$ cat src/rtl/dma2ch_pkg.sv
package dma2ch_pkg;
  parameter int AW = 32;
  parameter int DW = 32;
  parameter int UNIT_BYTES = 4;

  localparam logic [2:0] OFS_CTRL = 3'd0;
  localparam logic [2:0] OFS_SRC  = 3'd1;
  localparam logic [2:0] OFS_DST  = 3'd2;
  localparam logic [2:0] OFS_CNT  = 3'd3;
  localparam logic [2:0] OFS_NEXT = 3'd4;
  localparam logic [2:0] OFS_STAT = 3'd5;

  // bit 0 = start ... bit 5 = interrupt enable
  typedef struct packed {
    logic ie;
    logic dir;
    logic cont;
    logic dual;
    logic edge_m;
    logic start;
  } ctrl_t;

  typedef enum logic [1:0] {ST_IDLE, ST_P1, ST_P2} eng_st_t;

  function automatic logic [AW-1:0] step_addr(input logic [AW-1:0] a);
    return a + AW'(UNIT_BYTES);
  endfunction

  function automatic logic [DW-1:0] step_count(input logic [DW-1:0] c);
    return (c > DW'(UNIT_BYTES)) ? c - DW'(UNIT_BYTES) : '0;
  endfunction

  function automatic logic is_last(input logic [DW-1:0] c);
    return c <= DW'(UNIT_BYTES);
  endfunction
endpackage

$ cat src/rtl/dma2ch_reqdet.sv
module dma2ch_reqdet (
  input  logic clk,
  input  logic rst_n,
  input  logic dreq,
  input  logic edge_m,
  input  logic service,
  output logic req
);
  logic dreq_q, pend;
  logic rise;

  assign rise = dreq & ~dreq_q;

  always_ff @(posedge clk) begin
    if (!rst_n) begin
      dreq_q <= 1'b0;
      pend   <= 1'b0;
    end else begin
      dreq_q <= dreq;
      pend   <= edge_m ? ((pend & ~service) | rise) : 1'b0;
    end
  end

  assign req = edge_m ? pend : dreq;


  edge_records_chk: assert property (@(posedge clk) disable iff (!rst_n)
    (edge_m && rise) |=> req);
endmodule

$ cat src/rtl/dma2ch_regs.sv
module dma2ch_regs
  import dma2ch_pkg::*;
(
  input  logic          clk,
  input  logic          rst_n,
  input  logic          wr_en,
  input  logic [2:0]    wr_ofs,
  input  logic [DW-1:0] wr_data,
  input  logic [2:0]    rd_ofs,
  output logic [DW-1:0] rd_data,
  input  logic          unit_ok,
  input  logic          unit_err,
  output ctrl_t         ctrl,
  output logic [AW-1:0] src,
  output logic [AW-1:0] dst,
  output logic          irq
);
  logic [DW-1:0] cnt, cnt_init;
  logic [AW-1:0] nxt;
  logic done, err;

  always_ff @(posedge clk) begin
    if (!rst_n) begin
      ctrl <= '0; src <= '0; dst <= '0; cnt <= '0; cnt_init <= '0;
      nxt <= '0; done <= 1'b0; err <= 1'b0;
    end else begin
      if (wr_en) begin
        case (wr_ofs)
          OFS_CTRL: ctrl <= ctrl_t'(wr_data[5:0]);
          OFS_SRC:  src  <= wr_data;
          OFS_DST:  dst  <= wr_data;
          OFS_CNT:  begin cnt <= wr_data; cnt_init <= wr_data; end
          OFS_NEXT: nxt  <= wr_data;
          OFS_STAT: begin
            done <= done & ~wr_data[0];
            err  <= err & ~wr_data[1];
          end
          default: ;
        endcase
      end
      if (unit_err) begin
        ctrl.start <= 1'b0;
        err        <= 1'b1;
      end else if (unit_ok) begin
        src <= step_addr(src);
        if (ctrl.dual) dst <= step_addr(dst);
        cnt <= step_count(cnt);
        if (is_last(cnt)) begin
          done <= 1'b1;
          if (ctrl.cont && !ctrl.dual) begin
            src <= nxt;
            cnt <= cnt_init;
          end else begin
            ctrl.start <= 1'b0;
          end
        end
      end
    end
  end

  always_comb begin
    case (rd_ofs)
      OFS_CTRL: rd_data = {{(DW-6){1'b0}}, ctrl};
      OFS_SRC:  rd_data = src;
      OFS_DST:  rd_data = dst;
      OFS_CNT:  rd_data = cnt;
      OFS_NEXT: rd_data = nxt;
      OFS_STAT: rd_data = {{(DW-2){1'b0}}, err, done};
      default:  rd_data = '0;
    endcase
  end

  assign irq = ctrl.ie & (done | err);


  halted_no_service_chk: assert property (@(posedge clk) disable iff (!rst_n)
    (unit_ok || unit_err) |-> ctrl.start);

  error_halts_chk: assert property (@(posedge clk) disable iff (!rst_n)
    unit_err |=> (!ctrl.start && err));

  continue_stays_chk: assert property (@(posedge clk) disable iff (!rst_n)
    (unit_ok && is_last(cnt) && ctrl.cont && !ctrl.dual && !wr_en) |=> (ctrl.start && src == $past(nxt)));
endmodule

$ cat src/rtl/dma2ch_engine.sv
module dma2ch_engine
  import dma2ch_pkg::*;
#(
  parameter int NCH = 2,
  localparam int CW = (NCH > 1) ? $clog2(NCH) : 1
) (
  input  logic           clk,
  input  logic           rst_n,
  input  logic [NCH-1:0] req,
  input  logic [NCH-1:0] active,
  input  logic [NCH-1:0] dual,
  input  logic [NCH-1:0] dir,
  input  logic [AW-1:0]  src_a [NCH],
  input  logic [AW-1:0]  dst_a [NCH],
  input  logic           bus_gnt,
  output logic           bus_req,
  output logic           m_valid,
  output logic           m_write,
  output logic [AW-1:0]  m_addr,
  output logic [DW-1:0]  m_wdata,
  input  logic           m_ready,
  input  logic [DW-1:0]  m_rdata,
  input  logic           m_err,
  output logic [NCH-1:0] dack,
  output logic [NCH-1:0] unit_ok,
  output logic [NCH-1:0] unit_err
);
  eng_st_t       state;
  logic [CW-1:0] cur, sel;
  logic          found, io_phase, unit_end;
  logic [DW-1:0] hold;

  always_comb begin
    found = 1'b0;
    sel   = '0;
    for (int i = 0; i < NCH; i++) begin
      if (!found && req[i] && active[i]) begin
        found = 1'b1;
        sel   = CW'(i);
      end
    end
  end

  always_ff @(posedge clk) begin
    if (!rst_n) begin
      state <= ST_IDLE;
      cur   <= '0;
      hold  <= '0;
    end else begin
      case (state)
        ST_IDLE: if (found && bus_gnt) begin cur <= sel; state <= ST_P1; end
        ST_P1: if (m_ready) begin
          if (m_err) state <= ST_IDLE;
          else if (dual[cur]) begin hold <= m_rdata; state <= ST_P2; end
          else state <= ST_IDLE;
        end
        ST_P2: if (m_ready) state <= ST_IDLE;
        default: state <= ST_IDLE;
      endcase
    end
  end

  assign bus_req  = found || (state != ST_IDLE);
  assign m_valid  = (state != ST_IDLE);
  assign m_addr   = (state == ST_P2) ? dst_a[cur] : src_a[cur];
  assign m_write  = (state == ST_P2) ? 1'b1 : (dual[cur] ? 1'b0 : dir[cur]);
  assign m_wdata  = (state == ST_P2) ? hold : '0;
  assign io_phase = !dual[cur] || ((state == ST_P2) ? !dir[cur] : dir[cur]);
  assign unit_end = m_valid && m_ready &&
                    (m_err || state == ST_P2 || !dual[cur]);

  always_comb begin
    dack     = '0;
    unit_ok  = '0;
    unit_err = '0;
    dack[cur]     = m_valid && io_phase;
    unit_ok[cur]  = unit_end && !m_err;
    unit_err[cur] = unit_end && m_err;
  end


  hold_until_ready_chk: assert property (@(posedge clk) disable iff (!rst_n)
    (m_valid && !m_ready) |=> (m_valid && $stable(m_addr) && $stable(m_write)));

  start_needs_grant_chk: assert property (@(posedge clk) disable iff (!rst_n)
    $rose(m_valid) |-> $past(bus_gnt));

  single_ack_chk: assert property (@(posedge clk) disable iff (!rst_n)
    $onehot0(dack));

  low_channel_first_chk: assert property (@(posedge clk) disable iff (!rst_n)
    (state == ST_IDLE && bus_gnt && req[0] && active[0]) |=> (cur == '0));
endmodule

$ cat src/rtl/dma2ch.sv
module dma2ch
  import dma2ch_pkg::*;
#(
  parameter int NCH = 2,
  localparam int CW  = (NCH > 1) ? $clog2(NCH) : 1,
  localparam int RAW = 3 + CW
) (
  input  logic           clk,
  input  logic           rst_n,
  input  logic           reg_we,
  input  logic [RAW-1:0] reg_waddr,
  input  logic [DW-1:0]  reg_wdata,
  input  logic [RAW-1:0] reg_raddr,
  output logic [DW-1:0]  reg_rdata,
  input  logic [NCH-1:0] dreq,
  output logic [NCH-1:0] dack,
  output logic           bus_req,
  input  logic           bus_gnt,
  output logic           m_valid,
  output logic           m_write,
  output logic [AW-1:0]  m_addr,
  output logic [DW-1:0]  m_wdata,
  input  logic           m_ready,
  input  logic [DW-1:0]  m_rdata,
  input  logic           m_err,
  output logic           irq
);
  logic [NCH-1:0] req, active, dual, dir, ch_irq, unit_ok, unit_err;
  logic [AW-1:0]  src_a [NCH];
  logic [AW-1:0]  dst_a [NCH];
  logic [DW-1:0]  rd_a  [NCH];

  for (genvar g = 0; g < NCH; g++) begin : g_ch
    ctrl_t ctrl;

    dma2ch_reqdet u_req (
      .clk(clk), .rst_n(rst_n), .dreq(dreq[g]), .edge_m(ctrl.edge_m),
      .service(unit_ok[g] | unit_err[g]), .req(req[g])
    );

    dma2ch_regs u_regs (
      .clk(clk), .rst_n(rst_n),
      .wr_en(reg_we && reg_waddr[RAW-1:3] == CW'(g)),
      .wr_ofs(reg_waddr[2:0]), .wr_data(reg_wdata),
      .rd_ofs(reg_raddr[2:0]), .rd_data(rd_a[g]),
      .unit_ok(unit_ok[g]), .unit_err(unit_err[g]),
      .ctrl(ctrl), .src(src_a[g]), .dst(dst_a[g]), .irq(ch_irq[g])
    );

    assign active[g] = ctrl.start;
    assign dual[g]   = ctrl.dual;
    assign dir[g]    = ctrl.dir;
  end

  dma2ch_engine #(.NCH(NCH)) u_eng (
    .clk(clk), .rst_n(rst_n), .req(req), .active(active), .dual(dual),
    .dir(dir), .src_a(src_a), .dst_a(dst_a), .bus_gnt(bus_gnt),
    .bus_req(bus_req), .m_valid(m_valid), .m_write(m_write),
    .m_addr(m_addr), .m_wdata(m_wdata), .m_ready(m_ready),
    .m_rdata(m_rdata), .m_err(m_err), .dack(dack),
    .unit_ok(unit_ok), .unit_err(unit_err)
  );

  assign reg_rdata = rd_a[reg_raddr[RAW-1:3]];
  assign irq       = |ch_irq;


  irq_needs_status_chk: assert property (@(posedge clk) disable iff (!rst_n)
    $rose(irq) |-> ($past(unit_ok) != '0 || $past(unit_err) != '0 || $past(reg_we)));
endmodule

$ cat config.mk
export PLATFORM = sky130hd
export DESIGN_NAME = dma2ch
export DESIGN_NICKNAME = d
export VERILOG_FILES = /design/src/rtl/dma2ch_pkg.sv /design/src/rtl/dma2ch_reqdet.sv /design/src/rtl/dma2ch_regs.sv /design/src/rtl/dma2ch_engine.sv /design/src/rtl/dma2ch.sv
export SDC_FILE = /design/constraint.sdc
export NUM_CORES = 1
export LEC_CHECK = 0
export ABC_AREA = 1
export CELL_PAD_IN_SITES_DETAIL_PLACEMENT = 0
export CELL_PAD_IN_SITES_GLOBAL_PLACEMENT = 2
export CORE_MARGIN = 2
export CORE_UTILIZATION = 32
export CTS_CLUSTER_SIZE = 20
export DETAILED_ROUTE_END_ITERATION = 12
export GPL_TIMING_DRIVEN = 0
export PLACE_DENSITY = 0.78
export RECOVER_POWER = 100
export SYNTH_ARGS = -nofsm -noshare
export SYNTH_HDL_FRONTEND = slang
export SYNTH_HIERARCHICAL = 1
export SYNTH_SLANG_ARGS = --single-unit
$ cat constraint.sdc
create_clock -name clk -period 2.7 [get_ports clk]
set_clock_uncertainty 0.05 [all_clocks]
set_input_delay 0.675 -clock clk [delete_from_list [all_inputs] [get_ports clk]]
set_output_delay 0.675 -clock clk [all_outputs]
set_load 0.05 [all_outputs]
======== Yosys cells after proc, flatten, opt, wreduce, memory -nomap -nowiden ========
Cells that the tools add are included.
word-level totals
  bits in registers ....................... 375
  output and inout bits ................... 102
  word-level logic and storage cells ...... 235
cells by class
  add/subtract/negate cells ............... 6
  $lt $le $gt $ge ......................... 8
  eq/ne operators ......................... 15
  muxes and demuxes ....................... 95
  bitwise logic cells ..................... 30
  reduce and logical (&&, ||, !) cells .... 48
operators by type and width
  operator                                                        number
  two-way mux 32 bit                                              47
  case mux 32 bit (6 select lines)                                2
  adder 32 x 3 -> 32 bit, second input constant                   4
  greater-than comparator 32 x 3 -> 1 bit, second input constant  2
  <= comparator 32 x 3 -> 1 bit, second input constant            2
  subtractor 32 x 3 -> 32 bit, second input constant              2
  two-way mux 1 bit                                               39
  AND reduction 2 bit                                             11
  logical AND 1 bit                                               14
  == test 3 x 2 -> 1 bit, second input constant                   4
  == test 3 bit, second input constant                            4
  AND 1 bit                                                       10
  two-way mux 2 bit                                               5
  nonzero test 2 bit                                              5
  inverter 1 bit                                                  9
  AND 2 bit                                                       3
  == test 3 x 1 -> 1 bit, second input constant                   2
  zero test 1 bit                                                 6
  zero test 3 bit                                                 2
  OR 1 bit                                                        6
  case mux 2 bit (3 select lines)                                 1
  OR reduction 2 bit                                              3
  greater-or-equal comparator 2 bit, second input constant        2
  logical OR 1 bit                                                4
  other kinds (11)                                                13

======== Logic depth before layout (Yosys ltp) ========
  depth after elaboration ................. 11
  gate-level depth with buffers ........... 17

======== By module ========
The synthesis kept the hierarchy.
by module, submodules not included
  module                        instances  cells an instance  area each (um^2)  sequential area each (um^2)
  dma2ch_regs (g_ch[0].u_regs)  1          1,818              11,108.2          3,363.2
  dma2ch_regs (g_ch[1].u_regs)  1          1,813              10,976.8          3,363.2
  dma2ch_engine                 1          474                2,595.0           700.7
  dma2ch                        1          111                525.5             0.0
  dma2ch_reqdet                 2          13                 87.6              40.0

======== Least setup slack after synthesis ========
OpenSTA, ideal clock, no wires.
  path kind ............................... input to output
  start ................................... in reg_raddr[2]
  end ..................................... out reg_rdata[15]
  arrival ................................. 2.070 ns
  path slack .............................. -0.095 ns
  stages .................................. 8
  cells stage by stage .................... nor3_1 inv_2 buf_1 o22ai_1 a21oi_1 o21ai_0 nand2_1 nand2_1
RTL lines
  element      line          source
  from (decl)  dma2ch.sv:13  input logic [RAW-1:0] reg_raddr,
  to (decl)    dma2ch.sv:14  output logic [DW-1:0] reg_rdata,

==> summary.txt <==
via count: 30.6k
grt total ovfl: 0
full die area: 81600 sq um
Final setup viols: 158
Core Area: 78700 sq um
PortBufs: 180
register area: 7520 sq um
Initial Utilization: 32.2%
Place WS: -3010 ps
Relative slew margins: -2.22%
Arr. time, crit path: 2270 ps
Tcrit/Tclk final: 111%
number of synthesized register bits: 375
Yosys cell types: 51
row cnt: 103
Reg2Reg Depth: 14
WHS: 408 ps
Final Core Density: 42.8%
CP max FO: 8
wirelength, routed: 151000 um
overall die width: 286 um
Critical Path RT: 1980 ps
fraction of layout instances using a drive strength above 1: 18.1%
HPWL Detailed: 119000 um
met3 wire len: 13100 um
leak pwr: 14.1 nW
violated checks: capacitance limit, slew limit, setup timing
largest net degree at the start of global routing: 13
Mapped Cells: 4242
post-route ant nets: 0
# fillers: 8622
CTS tree: done
CTS root buf: clkbuf_16
CTS H-Tree Depth: 2
Hold Path Origin: g_ch[1].u_regs/cnt_init[8]
RSZ-0062 raised after global routing: yes
Post-Syn Nets: 4330
total global-route track usage: 36.0%
Worst R2R Start: u_eng/cur
CTS Hold Bufs: 0
vias in the first global route: 28.5k
initial antenna violation count: 7
Die Ht: 286 um
Placer Congestion: 1.00
Final Critical Period: 2990 ps
Hold Path Class: reg -> reg
Max Fclk: 334 MHz
Tot Pwr: 0.0153 W
Met1 Routed Length: 64200 um
clk buf depth: 3
Initial DRT Pass Iterations: 5
Synth warnings: 6
DR DRC count: 0
clock-pin slew on the worst setup and hold paths: 60 ps
slew at the pin closest to its max-slew limit: 1530 ps
R2R Setup Slk: -70 ps
CTS Buf Count: 51
reg2reg end: g_ch[1].u_regs/dst[0]
crit start category: primary input
clk sinks: 375
WL/cell: 26.9 um
setup slack after layout: -292 ps
outcome: complete, but fails checks
worst skew pair latency: 620 ps
Async S/R FF share, synth: 0%
Pwr per Cell Area: 453 nW/um^2
Worst VDD drop: 0.435 mV
setup TNS: -10280 ps
Max Used Layer: met5
net count reported at finish: 4630
# IOs: 182
cell depth of the worst min-delay path: 2
Area Overhead vs Synth: 32.7%
Via-to-Cell Ratio: 5.44
DR WL met2: 63900 um
Max Cap Viol: 2
mean post-synth cell area: 5.98 sq um
first-pass GRT wire length: 212000 um
Hold Crit Endpoint: g_ch[1].u_regs/cnt[8]
endpoints failing hold: 0
register area share after synthesis: 29.6%
Most used DFF post-synth: dfxtp_1
fin. max-slew vios: 9
Post-Syn Area: 25400 sq um
CP Class: in -> out
Multi-input gate area: 16700 sq um
CP Capture Type: output port
EDFF count, synth: 0
initial DRC count: 2973
stage by stage:
stage          std cells  cell area, sq um
2_1_floorplan       4242             25400
3_3_place_gp        5472             28600
3_5_place_dp        5472             28600
4_1_cts             5608             32800
5_1_grt             5631             33700
6_report            5633             33700
state kept, by name (all words and copies together), names as in the netlist, named ones only:
name / count
g_ch.u_regs/ctrl: 12
g_ch.u_req/pend: 2
u_eng/hold: 32
u_eng/cur: 1
g_ch.u_regs/nxt: 64
g_ch.u_req/dreq_q: 2
g_ch.u_regs/dst: 64
g_ch.u_regs/cnt_init: 64
u_eng/state: 2
g_ch.u_regs/err: 2
g_ch.u_regs/src: 64
g_ch.u_regs/cnt: 60
g_ch.u_regs/done: 2
placed cells by master (no fill, tap or decap), types with 68 or more instances in the layout:
cell             instances
dfxtp_1                367
clkdlybuf4s50_1         72
clkbuf_1                71
nand4_1                 88
o21ai_0                258
nor2_1                 594
a21oi_1                262
nand2_1                975
o211ai_1               100
buf_6                   70
clkbuf_16               68
xor2_1                  68
nand3_1                244
inv_1                  487
synthesized netlist by cell type (5+ instances only):
cell type	n	share of area [%]
a211oi_1	5	0.15
a21oi_1	293	5.8
a221oi_1	7	0.24
buf_1	18	0.27
buf_2	48	0.95
buf_4	10	0.30
buf_6	16	0.71
clkbuf_1	127	1.9
clkinv_1	6	0.089
dfxtp_1	375	30
ha_1	8	0.39
inv_1	499	7.4
inv_2	9	0.13
nand2_1	1033	15
nand2_2	19	0.47
nand2_4	6	0.27
nand3_1	246	4.9
nand3_2	7	0.28
nand4_1	88	2.2
nor2_1	634	9.4
nor2_2	28	0.69
nor2_4	8	0.35
nor2b_1	7	0.17
nor3_1	38	0.75
o211ai_1	100	3.0
o21ai_0	351	6.9
o21ai_1	19	0.37
o21bai_1	16	0.47
o221ai_1	9	0.31
o22ai_1	83	2.0
or2_2	27	0.67
xor2_1	68	2.3
metal layers:
layer  vias up  global-route usage (%)
li1      14400                       -
met1     14500                    48.3
met2      1421                    54.0
met3       304                    6.67
met4         8                    20.5
met5         -                       0
power breakdown:
group | switching, W | leakage (nW) | total (W) | internal (W)
combinational | 0.00160 | 10.2 | 0.00228 | 0.000682
clock | 0.00294 | 0.867 | 0.00725 | 0.00431
sequential | 0.000116 | 3.03 | 0.00573 | 0.00561
timing repair:
action,4_1_cts,5_1_grt
gates cloned,12,3
resized for setup,1214,265
buffers inserted,32,24
pin swaps,89,65
setup endpoints to repair,325,306
worst max-delay path by stage:
stage                             from            end  slack [ps]  cells after the start
final                     reg_raddr[1]   reg_rdata[4]        -290                     11
after global placement    reg_raddr[0]  reg_rdata[29]       -3060                     10
after detailed placement  reg_raddr[0]  reg_rdata[29]       -3010                     10
after CTS                 reg_raddr[0]  reg_rdata[12]        -210                     10
after global routing      reg_raddr[1]  reg_rdata[30]        -240                     10
after floorplan           reg_raddr[2]  reg_rdata[15]          20                      8
critical path, cell delays in order:
cell and delay, ps:
buf_16 150, nor2_2 80, nand2_1 180, inv_1 120
nand2_1 130, o21ai_1 100, a21oi_2 260, o221ai_1 190
nand2_2 120, nand2_2 90, buf_8 160
cell families after synthesis:
kind of cell,count (synthesis),share of synthesized area (%)
AND/OR/NAND/NOR,2154,35.9
AO/OA/AOI/OAI,893,19.6
buffers and inverters,741,12.1
flip-flops,375,29.6
XOR/XNOR,71,2.45
adder cells (fa/ha/maj),8,0.394
cell type report:
class / count / area share [%]
Antenna cell: 2 / 0.0149
Buffer: 222 / 4.99
Clock buffer: 78 / 4.72
Clock inverter: 14 / 0.461
Inverter: 517 / 5.97
Multi-Input combinational cell: 3126 / 49.6
Sequential cell: 375 / 22.3
Tap cell: 1050 / 3.90
Timing Repair Buffer: 248 / 7.97
Timing Repair inverter: 1 / 0.0223
(Power assumes the default switching activity.)
